<file path="config.mk">
export PLATFORM = sky130hd
export DESIGN_NAME = owire_master
export DESIGN_NICKNAME = d
export VERILOG_FILES = /design/src/rtl/owire_master.sv
export SDC_FILE = /design/constraint.sdc
export NUM_CORES = 1
export LEC_CHECK = 0
export BUFFER_PORTS_ARGS = -buffer_cell sky130_fd_sc_hd__buf_2
export CORE_MARGIN = 2
export CORE_UTILIZATION = 50
export DETAILED_ROUTE_END_ITERATION = 10
export PLACE_DENSITY = 0.7
export SYNTH_ARGS = -nofsm -noshare
export SYNTH_HDL_FRONTEND = slang
export SYNTH_SLANG_ARGS = --single-unit
</file>
<file path="constraint.sdc">
create_clock -name clk -period 7.4 [get_ports clk]
set_clock_uncertainty 0.1 [all_clocks]
set_input_delay 1.48 -clock clk [delete_from_list [all_inputs] [get_ports clk]]
set_output_delay 1.48 -clock clk [all_outputs]
set_load 0.05 [all_outputs]
</file>
<file path="src/rtl/owire_master.sv">
module owire_master #(
  parameter int RST_LOW_US = 511,
  parameter int RST_REC_US = 512,
  parameter int PRES_AT_US = 70,
  parameter int SLOT_US    = 60,
  parameter int RD_LOW_US  = 5,
  parameter int RD_AT_US   = 15,
  parameter int REC_US     = 1
) (
  input  logic       clk,
  input  logic       rst_n,
  input  logic       reg_we,
  input  logic [2:0] reg_addr,
  input  logic [7:0] reg_wdata,
  output logic [7:0] reg_rdata,
  output logic       bus_oe,
  input  logic       bus_in
);

  localparam int RST_END_I = RST_LOW_US + RST_REC_US - 1;
  localparam int SLOT_END_I = SLOT_US + REC_US - 1;
  localparam int US_W = $clog2(RST_END_I + 1);
  localparam logic [US_W-1:0] RST_END  = US_W'(RST_END_I);
  localparam logic [US_W-1:0] SLOT_END = US_W'(SLOT_END_I);
  localparam logic [US_W-1:0] PRES_AT  = US_W'(RST_LOW_US + PRES_AT_US);
  localparam logic [US_W-1:0] RD_AT    = US_W'(RD_AT_US);
  localparam logic [2:0] A_CTRL = 3'd0;
  localparam logic [2:0] A_DIV  = 3'd2;
  localparam logic [2:0] A_SRST = 3'd4;

  typedef enum logic [1:0] {OP_IDLE, OP_RST, OP_W0, OP_W1} op_e;

  op_e             op, new_op;
  logic [US_W-1:0] us_cnt, end_us, low_us;
  logic [7:0]      pre_cnt, div_q;
  logic [1:0]      sync;
  logic            srst_q, presence, rbit;

  wire idle     = (op == OP_IDLE);
  wire tick     = (pre_cnt >= div_q);
  wire wr_ctrl  = reg_we && (reg_addr == A_CTRL);
  wire wr_div   = reg_we && (reg_addr == A_DIV);
  wire wr_srst  = reg_we && (reg_addr == A_SRST);
  wire clear    = srst_q || (wr_srst && reg_wdata[0]);
  wire start_op = wr_ctrl && idle && !clear;
  wire last     = !idle && tick && (us_cnt == end_us);
  wire do_pres  = (op == OP_RST) && tick && (us_cnt == PRES_AT);
  wire do_rd    = (op == OP_W1) && tick && (us_cnt == RD_AT);

  always_comb begin
    if (reg_wdata[7])      new_op = OP_RST;
    else if (reg_wdata[5]) new_op = OP_W0;
    else if (reg_wdata[4]) new_op = OP_W1;
    else                   new_op = OP_IDLE;
  end

  assign end_us = (op == OP_RST) ? RST_END : SLOT_END;

  always_comb begin
    case (op)
      OP_RST:  low_us = US_W'(RST_LOW_US);
      OP_W0:   low_us = US_W'(SLOT_US);
      OP_W1:   low_us = US_W'(RD_LOW_US);
      default: low_us = '0;
    endcase
  end

  assign bus_oe = !idle && (us_cnt < low_us);

  always_comb begin
    case (reg_addr)
      A_CTRL:  reg_rdata = {op == OP_RST, presence, op == OP_W0, op == OP_W1, rbit, 3'b000};
      A_DIV:   reg_rdata = div_q;
      A_SRST:  reg_rdata = {7'd0, srst_q};
      default: reg_rdata = 8'd0;
    endcase
  end

  always_ff @(posedge clk or negedge rst_n) begin
    if (!rst_n) begin
      op       <= OP_IDLE;
      us_cnt   <= '0;
      pre_cnt  <= '0;
      div_q    <= '0;
      sync     <= 2'b11;
      srst_q   <= 1'b0;
      presence <= 1'b0;
      rbit     <= 1'b0;
    end else begin
      sync <= {sync[0], bus_in};
      if (wr_srst) srst_q <= reg_wdata[0];
      if (clear) begin
        op       <= OP_IDLE;
        us_cnt   <= '0;
        pre_cnt  <= '0;
        div_q    <= '0;
        presence <= 1'b0;
        rbit     <= 1'b0;
      end else begin
        if (wr_div) div_q <= reg_wdata;
        if (start_op) begin
          op      <= new_op;
          us_cnt  <= '0;
          pre_cnt <= '0;
        end else if (!idle) begin
          pre_cnt <= tick ? '0 : pre_cnt + 8'd1;
          if (tick) begin
            if (last) begin
              op     <= OP_IDLE;
              us_cnt <= '0;
            end else begin
              us_cnt <= us_cnt + 1'b1;
            end
          end
        end
        if (do_pres) presence <= !sync[1];
        if (do_rd)   rbit     <= sync[1];
      end
    end
  end


  busy_hold_chk: assert property (@(posedge clk) disable iff (!rst_n)
    (!idle && !last && !clear) |=> $stable(op));


  rst_start_chk: assert property (@(posedge clk) disable iff (!rst_n)
    (start_op && reg_wdata[7]) |=> (op == OP_RST && bus_oe));


  srst_idle_chk: assert property (@(posedge clk) disable iff (!rst_n)
    srst_q |-> (idle && !bus_oe && !presence && !rbit));


  pres_release_chk: assert property (@(posedge clk) disable iff (!rst_n)
    do_pres |-> !bus_oe);


  rd_release_chk: assert property (@(posedge clk) disable iff (!rst_n)
    do_rd |-> !bus_oe);


  cnt_bound_chk: assert property (@(posedge clk) disable iff (!rst_n)
    !idle |-> (us_cnt <= end_us));

endmodule

</file>
-- Yosys cells after proc, flatten, opt, wreduce, memory -nomap -nowiden
Index checks and enable logic that the tools add are counted.
- register bits after elaboration: 33
- word-level logic and storage cells: 73
- bits of input ports: 15
- output and inout port bits: 9
- add/sub/neg operators: 2
- muxes and demuxes: 26
- magnitude comparators: 2
- eq/ne operators: 9
- reductions and logical operators: 26
- operators with widths (kind ; count):
    10-bit two-way mux ; 6
    8-bit two-way mux ; 6
    9-bit one-hot mux with 3 select lines ; 1
    8-bit one-hot mux with 3 select lines ; 1
    2-bit two-way mux ; 8
    1-bit logical AND ; 13
    10-bit by 1-bit adder with 10-bit output (second input constant) ; 1
    10-bit equality test ; 1
    10-bit equality test (second input constant) ; 1
    10-bit by 4-bit equality test with 1-bit output (second input constant) ; 1
    10-bit less-than comparator ; 1
    8-bit by 1-bit adder with 8-bit output (second input constant) ; 1
    8-bit >= comparator ; 1
    2-bit nonzero test ; 3
    3-bit nonzero test ; 2
    2-bit equality test (second input constant) ; 2
    1-bit two-way mux ; 4
    3-bit by 2-bit equality test with 1-bit output (second input constant) ; 1
    3-bit equality test (second input constant) ; 1
    1-bit zero test ; 3
    3-bit zero test ; 1
    3-bit by 1-bit inequality test with 1-bit output (second input constant) ; 1
    3-bit AND reduction ; 1
    2-bit by 1-bit equality test with 1-bit output (second input constant) ; 1
    3 further kinds ; 3

-- Depth between registers and ports, before layout
Gate-level depths: netlist of run 1.
- word-level depth: 9
- gate-level depth with buffers: 10
- mapped depth without buffers: 9

-- Least setup slack after synthesis of run 1
Ideal clock, no wire load.
- kind: input -> output
- start: input reg_addr[1]
- end: output reg_rdata[0]
- path buffers: 1
- slack: 3.108 ns
- arrival time: 2.712 ns
- required time: 5.820 ns
- stages: 3
- path through: clkbuf_1 -> nand3b_1 -> a21oi_1
- longest elaborated chain between the ends: 2
- elaborated cells between the ends (all ways): 4
- those cells by class: 2 x eq/ne; 1 x mux; 1 x reduce/logical
- RTL lines (element ; line ; source):
    start: declaration ; 13 ; input logic [2:0] reg_addr,
    3-bit equality test, or another cell as far along ; 71 ; case (reg_addr)
    8-bit one-hot mux with 3 select lines (*) ; 71 ;
    end: declaration ; 15 ; output logic [7:0] reg_rdata,
Mark *: on every way between the ends. The rest lies on a longest branch, timed or not.

-- Worst setup path after layout of run 1
- start: register op[1]
- end: output bus_oe
- longest elaborated chain between the ends: 4
- elaborated cells between the ends (all ways): 8
- those cells by class: 1 x order compare; 3 x eq/ne; 1 x mux; 3 x reduce/logical
- RTL lines (element ; line ; source):
    start: declaration ; 33 ; op_e op, new_op;
    start signal: assignment ; 102 ; op <= new_op;
    2-bit equality test or 2-bit by 1-bit equality test with 1-bit output (tied branches) ; 60 ; case (op)
    9-bit one-hot mux with 3 select lines ; 60 ;
    10-bit less-than comparator ; 68 ; assign bus_oe = !idle && (us_cnt < low_us);
    1-bit logical AND (*) ; 68 ;
    end: declaration ; 16 ; output logic bus_oe,
Marks and branches as above.

==> results.txt, run 1 <==
* Number of iterations in the first detailed-routing pass: 4
* Static Leakage: about 1.1 nW
* TritonCTS clock tree: yes
- The slowest stage of the critical path is the dfrtp_1 cell.
- After synthesis the netlist holds a flip-flop and latch count of 33.
- Yosys Warn Count: 0
- In this run, the number of DRC markers left after iteration 0 of detailed routing was 113.
* Die boundary width: roughly 72 um
- In this run the critical register-to-register path is captured at us_cnt[2].
- In the synthesized netlist the dominant register cell turns out to be dfrtp_1.
* Fin crit share: a little over half
- Delay of the slowest cell on the worst path: between 0.4 and 0.5 ns
- Critical Path Start Type: flop
- Grt total ovfl: 0
* Count of cell types in the netlist: 50
- After synthesis the cells add up to around 0.0023 mm^2.
- Setup repair bufs after CTS: 0
- In the routed design, unresolved DRC markers number 0.
* Setup crit end kind: primary output
* Total non-filler cell area in the finished layout: ~0.0025 mm^2
* Via count of the first global-routing pass: 1,900
- Gp weighted congestion: between 0.8 and 0.9
- Entering global routing, the biggest net connects 34 pins.
- Setup repair after global routing left no endpoint under its margin.
- Sequential cell area fraction in the yosys report: a little over a third
- At the pin with the least slew margin, the transition time is 0.7634 ns.
- Walking the worst path, the cells encountered are inv_1, ha_1, inv_1, ha_1, a21oi_1, nor2b_1, o21ai_0, nand3_1, a31oi_1, buf_2.
* TritonCTS Sinks: 33
- During I/O placement, the number of pins put on the boundary was 24.
* Largest fanout on the critical path: 5
- After detailed routing, the average wire length per cell comes to roughly 16 um.
- After legalization and detailed placement, the total HPWL measured 3765 um.
* Number of antenna violations at the first check in global routing: 0
- Tot GR Track Use: a little over a fifth
* Wire length of the first global-routing pass: 8949 um
* Req. time, crit path: ~5.8 ns
* Htree depth: 2
- Number of enable-type register cells in the synthesized netlist: 0
- Top achievable clock speed: 251.5 MHz
- Power comes to 0.4690 mW.
- In this run the biggest area consumer among cell types represents about a third of the synthesized area.
- In this run the clock root is driven by a clkbuf_8.
* Top post-synthesis cells by area: dfrtp_1 33%, ha_1 12%, nand2_1 5.0%
- Input and output buffers added on the ports amount to 23.
- Setup violations remaining at the end of the flow were counted as 0.
* Worst Path Class, Setup: flop to primary output
- After technology mapping, the gate count stands at 262.
* MaxCap Viol Count: 0
* Total cell area at the placement stage: about 0.0025 mm^2
* Run status: complete, no violations
* Number of buffers created by CTS: 5
- Tightest slew margin relative to the limit: between 40% and 50%
- Fraction of layout instances using a drive strength above 1: between 10% and 20%
- Hold endpoint: sync[1]
- Family with the most delay on the worst path: adder cells
- Cells fill between 50% and 60% of the core in the end.
- Final max-slew violation count: 0
- Growth of design area from synthesis to finish: 9.233%
* Yosys top cell by area: dfrtp_1
- Effective utilization at floorplan: 52.49%
- Count of nets after finishing: 322
- For the worst flop-to-flop path, the logic depth is 8.
- A synthesized cell averages 8.844 um^2.
- Fillers: between 400 and 500
- The floorplan step defined a die boundary enclosing 0.005195 mm^2.
* Class of the worst hold path: flop to flop
- Height of the chip: slightly above 70 um
- In this run, post-CTS repair resized a total of 0 instances.
- Pwr dens: 185.3 mW/mm^2
- Cts hold-fix bufs: 0
- Row generation in the floorplan step produced 24 rows.
* Number of routed nets with antenna violations: 0
- Dpl ws: about 3.5 ns
* Critical path data arrival time: 2.40 ns
- Via density per instance: 5.899
* Buffers plus inverters on the worst setup path: 3
- Number of nets produced by synthesis: 300
- CORE AREA: between 0.004 and 0.005 mm^2
* Register-to-register path setup slack: 4.53 ns
- Via count: just under 2,000
- Final-layout setup total negative slack: 0 ns
- The worst register-to-register path begins at op[1].
- Total wirelength of the detailed-routed design: between 5000 and 6000 um
- Counting flops with an async set or reset pin after synthesis yields a share of 100.0%.
* Crit path time final: between 3 and 4 ns
- Worst Hold Depth: 0
- Antenna cells: 0
- Setup slack after layout: about 3.4 ns
- Insertion delay to the later sink of the worst-skew pair: between 0.2 and 0.3 ns
* Clock transition at the registers of the reported paths: 0.07 ns
- Worst hold start: sync[0]
- Most frequent cells after synthesis: 31 x dfrtp_1, 31 x nand2_1, 23 x ha_1
- Final Hold Fails: 0
- Worst-case clock buffer depth: 2
- Across the VDD grid, the largest voltage drop is between 0.1 and 0.15 mV.
per-stage QoR:
stage / std cells / hold slack [ns]
2_1_floorplan: 262 / 0.2452
3_3_place_gp: 329 / 0.2490
3_5_place_dp: 329 / 0.2571
4_1_cts: 337 / 0.2676
5_1_grt: 337 / 0.2701
6_report: 337 / 0.2656
sequential cells by signal (all words and copies together), names as in the netlist:
signal	flops
us_cnt	10
div_q	8
pre_cnt	8
op	2
sync	2
presence	1
rbit	1
srst_q	1
per-layer routing:
layer / global-route usage (%) / up-vias / part of all wire (%)
met1: 30.78 / 939 / 49
li1: - / 996 / -
met5: 0 / - / 0
met3: 4.306 / 7 / 3.7
met2: 33.64 / 46 / 46
met4: 8.595 / 0 / 1.4
worst max path at each step:
stage | start | endpoint | slack, ns | cells after the start
floorplan | reg_addr[1] | reg_rdata[0] | 3.11 | 3
global placement | reg_addr[2] | reg_rdata[3] | 3.54 | 4
detailed placement | reg_addr[2] | reg_rdata[3] | 3.53 | 4
CTS | op[1] | bus_oe | 3.43 | 10
global route | op[1] | bus_oe | 3.23 | 10
finish | op[1] | bus_oe | 3.42 | 10
power breakdown:
group	internal [mW]	switching, mW	leakage [nW]
Sequential	0.191	0.0127	0.449
Clock	0.0669	0.0686	0.0395
Combinational	0.0422	0.0879	0.648
placed cells by master, fill, tap and decap left out, types with 5 or more instances in the layout:
master | synthesis | layout
and3_1 | 7 | 7
o21ai_0 | 7 | 7
buf_2 | 1 | 23
nand4_1 | 8 | 8
ha_1 | 23 | 23
inv_1 | 18 | 18
clkbuf_8 | 0 | 5
a21oi_1 | 22 | 22
a32o_1 | 7 | 7
nand3_1 | 11 | 11
mux2i_1 | 7 | 7
nand2_1 | 31 | 31
nor2_1 | 16 | 16
nor3_1 | 15 | 15
dfrtp_1 | 31 | 31
layout make-up:
| type | instances | area [um^2] | share of cell area (%) |
|---|---|---|---|
| timing repair buffer | 23 | 115.1 | 4.548 |
| clock buffer | 8 | 80.08 | 3.164 |
| tap | 52 | 65.06 | 2.570 |
| inverter | 18 | 67.56 | 2.669 |
| sequential | 33 | 828.3 | 32.72 |
| multi-input combinational | 203 | 1375 | 54.33 |
kinds of logic (layout without fill, tap and decap cells):
logic type	Yosys count	after routing	synth area share [%]
XOR/XNOR	6	6	2.268
buffers and inverters	26	49	4.913
multiplexers	8	8	3.510
AND/OR/NAND/NOR	107	107	23.27
flip-flops	33	33	35.74
adder cells (fa/ha/maj)	23	23	12.42
AO/OA/AOI/OAI	59	59	17.87
No activity file was read; power rests on OpenSTA's default activity.
==> run 2: changes to the inputs <==
PLACE_DENSITY = 0.73   (was 0.7)
clock period = 3.5 ns   (was 7.4 ns; I/O delays follow)
==> results.txt, run 2 (synthesis results as in run 1) <==
* Run status: complete, no violations (unchanged)
* Final HPWL from detailed placement: 3853 um (was 3765 um)
- Final-layout setup total negative slack: 0 ns (unchanged)
* Number of antenna violations at the first check in global routing: 0 (unchanged)
* I/O pin cnt: 24 (unchanged)
- The maximum fanout encountered on the critical timing path was 5 (unchanged).
- Number of iterations in the first detailed-routing pass: 5 (was 4)
- The class of the most critical setup path is flop to primary output (unchanged).
* Total wirelength of the detailed-routed design: 5405 um (was 5242 um)
- Grt total ovfl: 0 (unchanged)
* Tightest slew margin relative to the limit: 50.38% (was 49.11%)
* Critical path's slowest cell: dfrtp_1 (unchanged)
- The quantity of hold-fixing buffers added after cts is 0 (unchanged).
- The post-CTS setup buffer count was 0 (unchanged).
* Fillers: 377 (was 418)
* Reg-to-reg startpoint: op[1] (unchanged)
- Critical path data arrival time: 2.25 ns (was 2.40 ns)
- Top achievable clock speed: 327.6 MHz
* Height of the chip: 72.08 um (unchanged)
- The hold path endpoint is sync[1] (unchanged).
- Final setup violation count: 0 (unchanged)
- The area growth from synthesis to final layout was 11.12% (was 9.233%).
- The vias after detailed routing was 2,049 (was 1,988).
- The type of element launching the critical path was a flop (unchanged).
* Most flops, register: us_cnt (unchanged)
* MaxCap Viol Count: 0 (unchanged)
- The TritonCTS clock tree is yes (unchanged).
- The CTS H-tree depth came to 2 (unchanged).
* Worst-case clock buffer depth: 2 (unchanged)
- The number of buffer and inverter stages on the critical path was 3 (unchanged).
* Worst Max-Slew Pin Slew: 0.7443 ns (was 0.7634 ns)
- Die boundary width: 72.08 um (unchanged)
* Start point of the critical path: op[1] (unchanged)
- The residual DRC count was 0 (unchanged).
- DRC violation total after the first TritonRoute iteration: 217 (was 113)
* TritonCTS Sinks: 33 (unchanged)
- The number of nets at the end of the flow was 323 (was 322).
- The number of vias per cell after detailed routing came to 6.062 (was 5.899).
- FF-to-FF End: us_cnt[2] (unchanged)
* Max IR drop VDD: 0.2282 mV (was 0.1162 mV)
- Delay of the slowest cell on the worst path: 0.41 ns (was 0.42 ns)
- Largest registers: us_cnt: 10 flops, div_q: 8 flops, pre_cnt: 8 flops (unchanged).
* Register-to-register path setup slack: 0.71 ns (was 4.53 ns)
* Cts repair resizes: 0 (unchanged)
- The origin of the worst min-delay path is sync[0] (unchanged).
* Commonest non-fill, non-tap cells in the layout: 31 x nand2_1, 31 x dfrtp_1, 23 x ha_1, 23 x buf_2, 22 x a21oi_1 (unchanged)
- Antenna cells: 0 (unchanged)
- The clock-pin slew reported for the worst setup and hold paths after clock tree synthesis came to 0.06 ns (was 0.07 ns).
- The total clock buffers created by CTS is 5 (unchanged).
- The effective utilization at floorplan was 52.49% (unchanged).
* Setup crit end kind: primary output (unchanged)
- Number of rows created at floorplan: 24 (unchanged)
- Fraction of layout instances using a drive strength above 1: 15.03% (was 14.04%)
- Tot GR Track Use: 22.53% (was 21.99%)
- Gp weighted congestion: 0.9285 (was 0.8436)
- Worst Hold Depth: 0 (unchanged)
- The power per cell area came to 426.5 mW/mm^2 (was 185.3 mW/mm^2).
* Port bufs: 23 (unchanged)
- The worst path uses slightly below 90% of the clock period.
- The cell at the root of the clock tree is clkbuf_8 (unchanged).
- The die outline area was 0.005195 mm^2 (unchanged).
* Tightest hold margin: 0.2575 ns (was 0.2656 ns)
- The required time of the worst setup path came to 2.70 ns (was 5.82 ns).
- Largest register FFs: 10 (unchanged)
- Wire length of the first global-routing pass: 9121 um (was 8949 um)
- The via count of the first global-routing pass came to 1,999 (was 1,900).
* Worst-path cell chain: inv_1, ha_1, inv_1, ha_1, a21oi_1, nor2b_1, o21ai_0, nand3_1, a31oi_1, buf_2 (unchanged)
- The largest net degree at the start of global routing came to 34 (unchanged).
* Total area of multi-input combinational cells: 0.001375 mm^2 (unchanged)
* Family with the most delay on the worst path: adder cells (unchanged)
* Seq. cell area: 828.3 um^2 (unchanged)
- Class of the worst hold path: flop to flop (unchanged)
* Final Hold Fails: 0 (unchanged)
* Crit path time final: ~3.1 ns
- The routed length per instance came to 15.99 um (was 15.55 um).
- The area of the core region was 0.004414 mm^2 (unchanged).
- The number of nets with antenna violations after detailed routing was 0 (unchanged).
- Depth of the most critical reg-to-reg path: 8 (unchanged)
- RSZ-0062 raised after global routing: false (unchanged)
- The final number of max-transition violations was 0 (unchanged).
- The clock network latency to the later pin of the worst-skew pair is 0.29 ns (about the same).
- Static Leakage: 1.160 nW (was 1.136 nW)
==> run 2: per-layer routing <==
metal | track usage [%] | wire length, um
met5 | 0 | 0
met4 | 8.595 | 86
met2 | 34.05 | 2472
met3 | 5.139 | 294
met1 | 31.52 | 2552
==> run 2: final cells by class <==
cell class / count / share of cell area (%)
clock buffers: 7 / 3.353
clock inverters: 1 / 1.166
inverters: 18 / 2.624
multi-input cells: 203 / 53.40
flip-flops and latches: 33 / 32.17
well taps: 52 / 2.527
repair buffers: 24 / 4.762
==> run 2: worst max-delay path by stage <==
stage	to	slack [ns]	depth (start not counted)
6_report	bus_oe	0.45	10
4_1_cts	bus_oe	0.42	10
3_5_place_dp	us_cnt[2]	0.70	8
3_3_place_gp	us_cnt[3]	0.78	8
5_1_grt	bus_oe	0.23	10
2_1_floorplan	bus_oe	0.46	9
==> run 2: through the flow <==
step	worst slack [ns]	cells	cell area, um^2	total power, mW	util (%)
after floorplan	0.4557	262	2317	0.6392	-
after global placement	0.7766	330	2459	0.7142	55.70
after detailed placement	0.6968	330	2459	0.7197	55.70
after CTS	0.4158	338	2575	1.097	58.33
after global routing	0.2273	338	2575	1.151	58.33
final	0.4475	338	2575	1.098	58.33
==> run 2: power breakdown <==
part	internal (mW)	leakage (nW)	switching [mW]
sequential	0.403	0.449	0.0271
combinational	0.0932	0.653	0.191
clock	0.232	0.0585	0.152
total	0.729	1.16	0.370
